<file path="config.mk">
export PLATFORM = sky130hd
export DESIGN_NAME = osd_wr_decoder
export DESIGN_NICKNAME = d
export VERILOG_FILES = /design/src/rtl/osd_dec_pkg.sv /design/src/rtl/osd_fmt_fsm.sv /design/src/rtl/osd_addr_trk.sv /design/src/rtl/osd_wr_decoder.sv
export SDC_FILE = /design/constraint.sdc
export NUM_CORES = 1
export LEC_CHECK = 0
export ABC_CLOCK_PERIOD_IN_PS = 2200
export BUFFER_PORTS_ARGS = -buffer_cell sky130_fd_sc_hd__buf_2
export CORE_ASPECT_RATIO = 0.8
export CORE_MARGIN = 2
export CORE_UTILIZATION = 30
export DETAILED_ROUTE_END_ITERATION = 8
export PLACE_DENSITY = 0.48
export SYNTH_ARGS = -nofsm -noshare
export SYNTH_HDL_FRONTEND = slang
export SYNTH_SLANG_ARGS = --single-unit
</file>
<file path="constraint.sdc">
create_clock -name clk -period 2.2 [get_ports clk]
set_input_delay 0.11 -clock clk [delete_from_list [all_inputs] [get_ports clk]]
set_output_delay 0.11 -clock clk [all_outputs]
set_load 0.05 [all_outputs]
</file>
<file path="src/rtl/osd_dec_pkg.sv">
package osd_dec_pkg;
  localparam int HDR_BIT  = 7;  // set: row header
  localparam int MODE_BIT = 6;  // column header: 1 = burst
  localparam int SEL_BIT  = 5;  // row: plane, column: code bit 8

  typedef enum logic [2:0] {
    ST_IDLE,
    ST_WANT_COL,
    ST_WANT_DATA,
    ST_AFTER_DATA,
    ST_BURST
  } fmt_state_e;
endpackage

</file>
<file path="src/rtl/osd_fmt_fsm.sv">
module osd_fmt_fsm
  import osd_dec_pkg::*;
(
  input  logic       clk,
  input  logic       rst_n,
  input  logic       start_i,
  input  logic       byte_vld_i,
  input  logic [1:0] hdr_i,      // byte bits 7..6
  output logic       row_ld_o,
  output logic       col_ld_o,
  output logic       data_ev_o,
  output logic       step_o
);
  fmt_state_e cur_q, nxt_d;
  logic is_row, is_burst;

  assign is_row   = hdr_i[1];
  assign is_burst = hdr_i[0];

  always_comb begin
    nxt_d     = cur_q;
    row_ld_o  = 1'b0;
    col_ld_o  = 1'b0;
    data_ev_o = 1'b0;
    step_o    = 1'b0;
    if (start_i) begin
      nxt_d = ST_IDLE;
    end else if (byte_vld_i) begin
      case (cur_q)
        ST_IDLE: begin
          if (is_row) begin
            row_ld_o = 1'b1;
            nxt_d    = ST_WANT_COL;
          end
        end
        ST_WANT_COL, ST_AFTER_DATA: begin
          if (is_row) begin
            row_ld_o = 1'b1;
            nxt_d    = ST_WANT_COL;
          end else begin
            col_ld_o = 1'b1;
            nxt_d    = is_burst ? ST_BURST : ST_WANT_DATA;
          end
        end
        ST_WANT_DATA: begin
          data_ev_o = 1'b1;
          nxt_d     = ST_AFTER_DATA;
        end
        ST_BURST: begin
          data_ev_o = 1'b1;
          step_o    = 1'b1;
        end
        default: nxt_d = ST_IDLE;
      endcase
    end
  end

  always_ff @(posedge clk or negedge rst_n) begin
    if (!rst_n) cur_q <= ST_IDLE;
    else        cur_q <= nxt_d;
  end

  // burst is left only through the start strobe
  assert_burst_sticky_R8: assert property (@(posedge clk) disable iff (!rst_n)
    (cur_q == ST_BURST && !start_i) |=> (cur_q == ST_BURST));

  // a non-header byte while idle leaves the decoder idle
  assert_idle_discard_R10: assert property (@(posedge clk) disable iff (!rst_n)
    (cur_q == ST_IDLE && byte_vld_i && !is_row && !start_i) |=> (cur_q == ST_IDLE));

  // the strobe always lands in idle
  assert_start_idle_R10: assert property (@(posedge clk) disable iff (!rst_n)
    start_i |=> (cur_q == ST_IDLE));
endmodule

</file>
<file path="src/rtl/osd_addr_trk.sv">
module osd_addr_trk #(
  parameter int ROWS   = 15,
  parameter int COLS   = 30,
  parameter int ADDR_W = 5
) (
  input  logic              clk,
  input  logic              rst_n,
  input  logic              row_ld_i,
  input  logic              col_ld_i,
  input  logic              step_i,
  input  logic [ADDR_W-1:0] addr_i,
  input  logic              sel_i,
  output logic [ADDR_W-1:0] row_o,
  output logic [ADDR_W-1:0] col_o,
  output logic              plane_o,
  output logic              fbit_o
);
  localparam logic [ADDR_W-1:0] ROW_LAST = ADDR_W'(ROWS - 1);
  localparam logic [ADDR_W-1:0] COL_LAST = ADDR_W'(COLS - 1);
  localparam logic [ADDR_W-1:0] ONE      = ADDR_W'(1);

  logic [ADDR_W-1:0] row_q, row_d, col_q, col_d;
  logic              plane_q, plane_d, fbit_q, fbit_d;

  always_comb begin
    row_d   = row_q;
    col_d   = col_q;
    plane_d = plane_q;
    fbit_d  = fbit_q;
    if (row_ld_i) begin
      row_d   = addr_i;
      plane_d = sel_i;
    end
    if (col_ld_i) begin
      col_d  = addr_i;
      fbit_d = sel_i;
    end
    if (step_i) begin
      if (col_q >= COL_LAST) begin
        col_d = '0;
        row_d = (row_q >= ROW_LAST) ? '0 : row_q + ONE;
      end else begin
        col_d = col_q + ONE;
      end
    end
  end

  always_ff @(posedge clk or negedge rst_n) begin
    if (!rst_n) begin
      row_q   <= '0;
      col_q   <= '0;
      plane_q <= 1'b0;
      fbit_q  <= 1'b0;
    end else begin
      row_q   <= row_d;
      col_q   <= col_d;
      plane_q <= plane_d;
      fbit_q  <= fbit_d;
    end
  end

  assign row_o   = row_q;
  assign col_o   = col_q;
  assign plane_o = plane_q;
  assign fbit_o  = fbit_q;

  // column wraps at the last column and the row advances
  assert_col_wrap_R7: assert property (@(posedge clk) disable iff (!rst_n)
    (step_i && col_q == COL_LAST && row_q < ROW_LAST) |=>
      (col_q == '0 && row_q == $past(row_q) + ONE));

  // row wraps after the last row
  assert_row_wrap_R7: assert property (@(posedge clk) disable iff (!rst_n)
    (step_i && col_q == COL_LAST && row_q == ROW_LAST) |=> (col_q == '0 && row_q == '0));

  // plain step keeps the row
  assert_col_step_R7: assert property (@(posedge clk) disable iff (!rst_n)
    (step_i && col_q < COL_LAST) |=> (col_q == $past(col_q) + ONE && $stable(row_q)));

  // burst steps keep the latched code bit
  assert_fbit_hold_R9: assert property (@(posedge clk) disable iff (!rst_n)
    (step_i && !col_ld_i) |=> $stable(fbit_q));
endmodule

</file>
<file path="src/rtl/osd_wr_decoder.sv">
module osd_wr_decoder
  import osd_dec_pkg::*;
#(
  parameter int ROWS   = 15,
  parameter int COLS   = 30,
  parameter int ADDR_W = 5,
  parameter int DATA_W = 8
) (
  input  logic              clk,
  input  logic              rst_n,
  input  logic              start_i,
  input  logic              byte_vld_i,
  input  logic [DATA_W-1:0] byte_i,
  output logic              wr_vld_o,
  output logic [ADDR_W-1:0] wr_row_o,
  output logic [ADDR_W-1:0] wr_col_o,
  output logic              wr_plane_o,
  output logic [DATA_W:0]   wr_data_o
);
  localparam logic [ADDR_W-1:0] ROW_LIM = ADDR_W'(ROWS);
  localparam logic [ADDR_W-1:0] COL_LIM = ADDR_W'(COLS);

  logic              row_ld, col_ld, data_ev, step;
  logic [ADDR_W-1:0] cur_row, cur_col;
  logic              cur_plane, cur_fbit, in_range;

  logic              vld_q;
  logic [ADDR_W-1:0] row_q, col_q;
  logic              plane_q;
  logic [DATA_W:0]   data_q, data_d;

  osd_fmt_fsm u_fsm (
    .clk        (clk),
    .rst_n      (rst_n),
    .start_i    (start_i),
    .byte_vld_i (byte_vld_i),
    .hdr_i      ({byte_i[HDR_BIT], byte_i[MODE_BIT]}),
    .row_ld_o   (row_ld),
    .col_ld_o   (col_ld),
    .data_ev_o  (data_ev),
    .step_o     (step)
  );

  osd_addr_trk #(.ROWS(ROWS), .COLS(COLS), .ADDR_W(ADDR_W)) u_trk (
    .clk      (clk),
    .rst_n    (rst_n),
    .row_ld_i (row_ld),
    .col_ld_i (col_ld),
    .step_i   (step),
    .addr_i   (byte_i[ADDR_W-1:0]),
    .sel_i    (byte_i[SEL_BIT]),
    .row_o    (cur_row),
    .col_o    (cur_col),
    .plane_o  (cur_plane),
    .fbit_o   (cur_fbit)
  );

  assign in_range = (cur_row < ROW_LIM) && (cur_col < COL_LIM);
  assign data_d   = cur_plane ? {1'b0, byte_i} : {cur_fbit, byte_i};

  always_ff @(posedge clk or negedge rst_n) begin
    if (!rst_n) vld_q <= 1'b0;
    else        vld_q <= data_ev && in_range;
  end

  always_ff @(posedge clk or negedge rst_n) begin
    if (!rst_n) begin
      row_q   <= '0;
      col_q   <= '0;
      plane_q <= 1'b0;
      data_q  <= '0;
    end else if (data_ev) begin
      row_q   <= cur_row;
      col_q   <= cur_col;
      plane_q <= cur_plane;
      data_q  <= data_d;
    end
  end

  assign wr_vld_o   = vld_q;
  assign wr_row_o   = row_q;
  assign wr_col_o   = col_q;
  assign wr_plane_o = plane_q;
  assign wr_data_o  = data_q;

  // no request leaves with an address outside the array
  assert_addr_in_range_R11: assert property (@(posedge clk) disable iff (!rst_n)
    wr_vld_o |-> (wr_row_o < ROW_LIM && wr_col_o < COL_LIM));

  // attribute writes carry a clear top bit
  assert_attr_top_clear_R5: assert property (@(posedge clk) disable iff (!rst_n)
    (wr_vld_o && wr_plane_o) |-> !wr_data_o[DATA_W]);

  // the strobe is never followed by a write
  assert_start_no_write_R10: assert property (@(posedge clk) disable iff (!rst_n)
    start_i |=> !wr_vld_o);

  // a write follows only an accepted byte
  assert_write_needs_byte_R4: assert property (@(posedge clk) disable iff (!rst_n)
    !byte_vld_i |=> !wr_vld_o);
endmodule

</file>
After elaboration in Yosys (flattened, before gate mapping)
Index checks and enable logic that the tools add are counted.
{"block": "word_totals", "ff_bits": 36, "inputBits": 12, "output_inout_bits": 21, "wordCells": 59}
{"block": "op_classes", "addsub": 2, "order_cmp": 4, "n_eq_ne": 6, "n_mux": 28, "n_reduce_logical": 9}
{"cell": "$mux W5", "n": 7}
{"cell": "$mux W3", "n": 5}
{"cell": "$mux W1", "n": 14}
{"cell": "$pmux W3 S4", "n": 1}
{"cell": "$add A5 B1 Y5 const B", "n": 2}
{"cell": "$mux W9", "n": 1}
{"cell": "$eq A3 B2 Y1 const B", "n": 2}
{"cell": "$ge A5 B4 Y1 const B", "n": 1}
{"cell": "$ge A5 B5 Y1 const B", "n": 1}
{"cell": "$lt A5 B4 Y1 const B", "n": 1}
{"cell": "$lt A5 B5 Y1 const B", "n": 1}
{"cell": "$reduce_bool A2 Y1", "n": 2}
{"cell": "$reduce_or A2 Y1", "n": 2}
{"cell": "$eq A3 B1 Y1 const B", "n": 1}
{"cell": "$eq A3 B3 Y1 const B", "n": 1}
{"cell": "$logic_not A3 Y1", "n": 1}
{"cell": "$ne A3 B3 Y1 const B", "n": 1}
{"cell": "$reduce_and A3 Y1", "n": 1}
{"cell": "$reduce_or A3 Y1", "n": 1}
{"cell": "$logic_and A1 B1 Y1", "n": 2}
{"cell": "$ne A2 B2 Y1 const B", "n": 1}

Longest topological paths before layout
{"block": "logic_depth", "depth_word": 8, "mapped_depth": 7, "ltp_nobuf": 6}

By module
A second synthesis with hierarchy kept.
{"block": "hier_totals", "cells_unflattened": 144, "hier_area_um2": 1813.0}
{"mod": "osd_wr_decoder", "instances": 1, "cells_each": 48, "area_per_inst_um2": 800.8, "seq_area_each_um2": 525.5}
{"mod": "osd_addr_trk", "instances": 1, "cells_each": 72, "area_per_inst_um2": 778.2, "seq_area_each_um2": 300.3}
{"mod": "osd_fmt_fsm", "instances": 1, "cells_each": 24, "area_per_inst_um2": 234.0, "seq_area_each_um2": 75.1}

Least setup slack after synthesis
Ideal clock, no wire load.
{"block": "synth_timing", "path_type": "register to register", "start": "register u_fsm.cur_q[0]", "end": "register u_trk.row_q[2] (netlist: u_trk.row_o[2])", "setup_ns": 0.126, "arrival_ns": 1.836, "t_required_ns": 2.074, "slack_ns": 0.238, "path_stages_with_launch": 5, "path_buffers": 0, "synth_period_minus_slack_ns": 1.962, "path_cell_list": "dfrtp_1 or3b_4 nor4_4 mux2_4 a221o_1"}
{"block": "synth_via", "elab_chain_cells": 8, "word_cells_on_any_way": 14, "classes_between": "eq/ne (3); mux (9); reduce/logical (2)"}
{"item": "start: declaration", "line_no": "osd_fmt_fsm.sv:14", "text": "fmt_state_e cur_q, nxt_d;"}
{"item": "start signal: assignment", "line_no": "osd_fmt_fsm.sv:60", "text": "else cur_q <= nxt_d;"}
{"item": "$eq A3 B1 Y1 (tied with other cells)", "line_no": "osd_fmt_fsm.sv:29", "text": "case (cur_q)"}
{"item": "$reduce_or A3 Y1 (no line)"}
{"item": "$mux W1"}
{"item": "$mux W1", "line_no": "osd_fmt_fsm.sv:28", "text": "end else if (byte_vld_i) begin"}
{"item": "$mux W1", "line_no": "osd_fmt_fsm.sv:26", "text": "if (start_i) begin"}
{"item": "$mux W5", "line_no": "osd_addr_trk.sv:30", "text": "if (row_ld_i) begin"}
{"item": "$mux W5", "line_no": "osd_addr_trk.sv:39", "text": "if (col_q >= COL_LAST) begin"}
{"item": "$mux W5 (*)", "line_no": "osd_addr_trk.sv:38", "text": "if (step_i) begin"}
{"item": "net u_trk.row_d[2]", "line_no": "osd_addr_trk.sv:22", "text": "logic [ADDR_W-1:0] row_q, row_d, col_q, col_d;"}
{"item": "end signal: assignment", "line_no": "osd_addr_trk.sv:55", "text": "row_q <= row_d;"}
{"item": "end: declaration", "line_no": "osd_addr_trk.sv:22"}
The timed path passes the listed nets; every way through them passes the cells marked *.
A chain may end at the register's enable or synchronous reset.

Worst setup path after layout
Same ends and word-level chain as after synthesis.

==> flow_summary.toml <==
[detailed_routing]
drc = 0
wire_per_inst_microns = 14.38
viasPerCell = 4.912
firstDrtPassIters = 4
final_antenna_net_count = 0
vias = 1287
dr.first_iter.drc_count = 70
drt-total-wl_microns = 3768

[layout]
drive_gt1_share_pct = 37.50
nNetsFinal = 200
fin_util_pct = 38.62
antenna_cells = 0
syn_to_final_growth_pct = 22.81

[power_and_ir_drop]
leakage_nw = 1.005
switching_share_pct = 43.84
peakVddDrop_v = 0.0007297
switchingPower_mw = 1.164
finalPower_mw = 2.655
pwr_density_cell_nw_per_um2 = 1251
seqPwrFrac_pct = 39.6
p_int_mw = 1.491
clock_power_share_pct = 18.5
combPwrFrac_pct = 41.9

[clocking]
clkLatencyLatePin_ns = 0.28
htree_levels = 2
clock-root-buffer = "clkbuf_8"
cts_buffers = 5
postCtsSetupBuffers = 0
clock-sinks = 36
cts.clk_slew.worst_paths_ns = 0.07
cts_tree = "yes"
cts_buffer_depth = 2

[worst_hold_path]
worstHoldEndpoint = "u_trk.plane_o"
worstHoldStart = "byte_i[5]"
worstHoldPathType = "input pin to register"
hold_path_depth = 3

[global_routing]
grt_overflow = 0
grt_pass1_wl_microns = 6479
grt_pass1_vias = 1344
antenna_found_initial = 0
grt_start_max_net_pins = 37
grt_util_all_layers_pct = 13.40

[floorplanning]
ios = 33
die_area_sq_um = 6387
start_util_pct = 31.44
die_w_microns = 88.85
core_sq_um = 5495
std_cell_rows = 24
die_h_microns = 71.88

[logic_synthesis]
syn_avg_cell_area_sq_um = 12.08
yosysMostFrequentCell = "dfrtp_1"
syn_nets = 159
synthDistinctLibCells = 36
async_reset_ff_share_pct = 100.0
synth.largest_area_cell = "dfrtp_1"
ys_ff_latch = 36
yosys.area.top_type_share_pct = 52.14
synthCells = 143
synth-edff-count = 0
yosysWarnings = 0
synth_commonest_cells = "36 x dfrtp_1, 19 x mux2_2, 9 x nand2_1, 8 x nor2_1, 8 x o22ai_1"
synth_area_sq_um = 1728
synth_flop_cell = "dfrtp_1"
ys_seq_area_share_pct = 52.14
synth.top_cells.by_area = "dfrtp_1 52%, mux2_2 12%, ha_1 2.9%"

[sta]
fin_skew_ns = 0.001676
fmax_ghz = 0.5227
tns_ns = 0
worstMarginPinSlew_ns = 0.8085
finalCriticalPeriod_ns = 1.913
slew-limit-headroom_pct = 46.10
holdWs_ns = 0.05147
setup_viol = 0
rsz0062_at_grt = "false"
fin_crit_sh_pct = 86.96
hold_viol = 0
slew_violations = 0

[run_status]
status = "finished clean"

[worst_setup_path]
critPathArrivalTime_ns = 2.08
reg2reg_depth = 4
rrSetupSlack_ns = 0.29
crit_family = "simple AND/OR/NAND/NOR gates"
critPathLaunchType = "register"
crit_chain = "or3b_4 > nor4_4 > mux2_4 > a221o_1"
r2r_start = "u_fsm.cur_q[0]"
end_kind = "register"
crit_path_max_fanout = 8
worstPathRequired_ns = 2.36
critPathMaxStageDelay_ns = 0.45
cpMaxStageDelayCell = "dfrtp_1"
r2r-end = "u_trk.row_o[2]"
path_class = "register to register"
cp_num_buf_inv = 0

[placement]
numPortBuffers = 32
gp_congestion = 0.8742
dp_hpwl_microns = 2771

[flow_run]
cap_violations = 0
-- logic make-up (layout without fill, tap and decap cells) --
family | after synthesis | after routing | share of synthesized area (%)
xor+xnor | 1 | 1 | 0.5070
buf+inv | 6 | 47 | 1.593
mux | 25 | 25 | 16.15
simple gates | 45 | 45 | 15.86
fa+ha+maj | 4 | 4 | 2.897
flops | 36 | 36 | 52.14
compound gates | 26 | 26 | 10.86
-- metrics by stage --
| stage | cell area (sq um) | setup slack (ns) | std cells |
|---|---|---|---|
| 2_1_floorplan | 1728 | 0.2377 | 143 |
| 3_3_place_gp | 2016 | 0.3313 | 254 |
| 3_5_place_dp | 2016 | 0.3018 | 254 |
| 4_1_cts | 2122 | 0.2899 | 262 |
| 5_1_grt | 2122 | 0.1486 | 262 |
| 6_report | 2122 | 0.2869 | 262 |
-- area by class of cell --
| class | instances | area, sq um |
|---|---|---|
| well taps | 78 | 97.59 |
| multi-input cells | 101 | 799.5 |
| repair buffers | 38 | 220.2 |
| flip-flops and latches | 36 | 900.9 |
| clock buffers | 7 | 96.34 |
| fillers | 556 | 3373 |
| inverters | 2 | 7.507 |
-- what timing repair did --
action                     CTS  global route
hold buffers                 1             0
setup endpoints to repair    0             0
hold endpoints to repair    36             0
gates resized for setup      0             0
-- power by group through the flow --
stage	Clock [mW]	Combinational [mW]	Sequential (mW)
after global placement	0	1.12	1.05
final	0.492	1.11	1.05
after detailed placement	0	1.12	1.06
after CTS	0.519	1.13	1.05
after floorplan	0	0.310	1.59
after global routing	0.547	1.19	1.09
-- how the worst max path moves through the flow --
stage	startpoint	end	slack (ns)	depth (start not counted)
CTS	u_fsm.cur_q[0]	u_trk.row_o[2]	0.29	4
finish	u_fsm.cur_q[0]	u_trk.row_o[2]	0.29	4
floorplan	u_fsm.cur_q[0]	u_trk.row_o[2]	0.24	4
global route	u_trk.col_o[1]	u_trk.col_o[3]	0.15	6
detailed placement	u_fsm.cur_q[0]	u_trk.row_o[2]	0.30	4
global placement	u_fsm.cur_q[0]	u_trk.row_o[2]	0.33	4
-- sequential cells by signal, indices dropped and copies added (netlist names) --
signal	flops
u_fsm.cur_q	3
u_trk.col_o	5
u_trk.fbit_o	1
u_trk.plane_o	1
u_trk.row_o	5
wr_col_o	5
wr_data_o	9
wr_plane_o	1
wr_row_o	5
wr_vld_o	1
-- cell usage in the layout, fill, tap and decap left out, types with 2 or more instances in the layout --
cell type and n:
o211ai_1 2, mux2_2 19, nor2_1 8, or3_1 2, nand2b_1 3, clkbuf_8 7, nand2_1 9, buf_2 32
o22ai_1 8, mux2i_1 5, nor3_1 3, buf_4 4, and3_1 2, dfrtp_1 36, ha_1 4, inv_1 2
nand3_1 4, a221o_1 4, o21ai_0 6, nor3b_1 4
-- worst reg2reg max path, stage by stage, from the launching register on --
cell and delay, ns:
dfrtp_1 0.45, or3b_4 0.44, nor4_4 0.31, mux2_4 0.33, a221o_1 0.28
-- layer usage --
layer,GRT usage (%),vias up,wire [microns]
met5,0,-,0
li1,-,617,-
met3,4.032,2,226
met4,4.714,0,26
met2,20.56,36,1713
met1,17.98,632,1802
No activity file was read; power rests on OpenSTA's default activity.
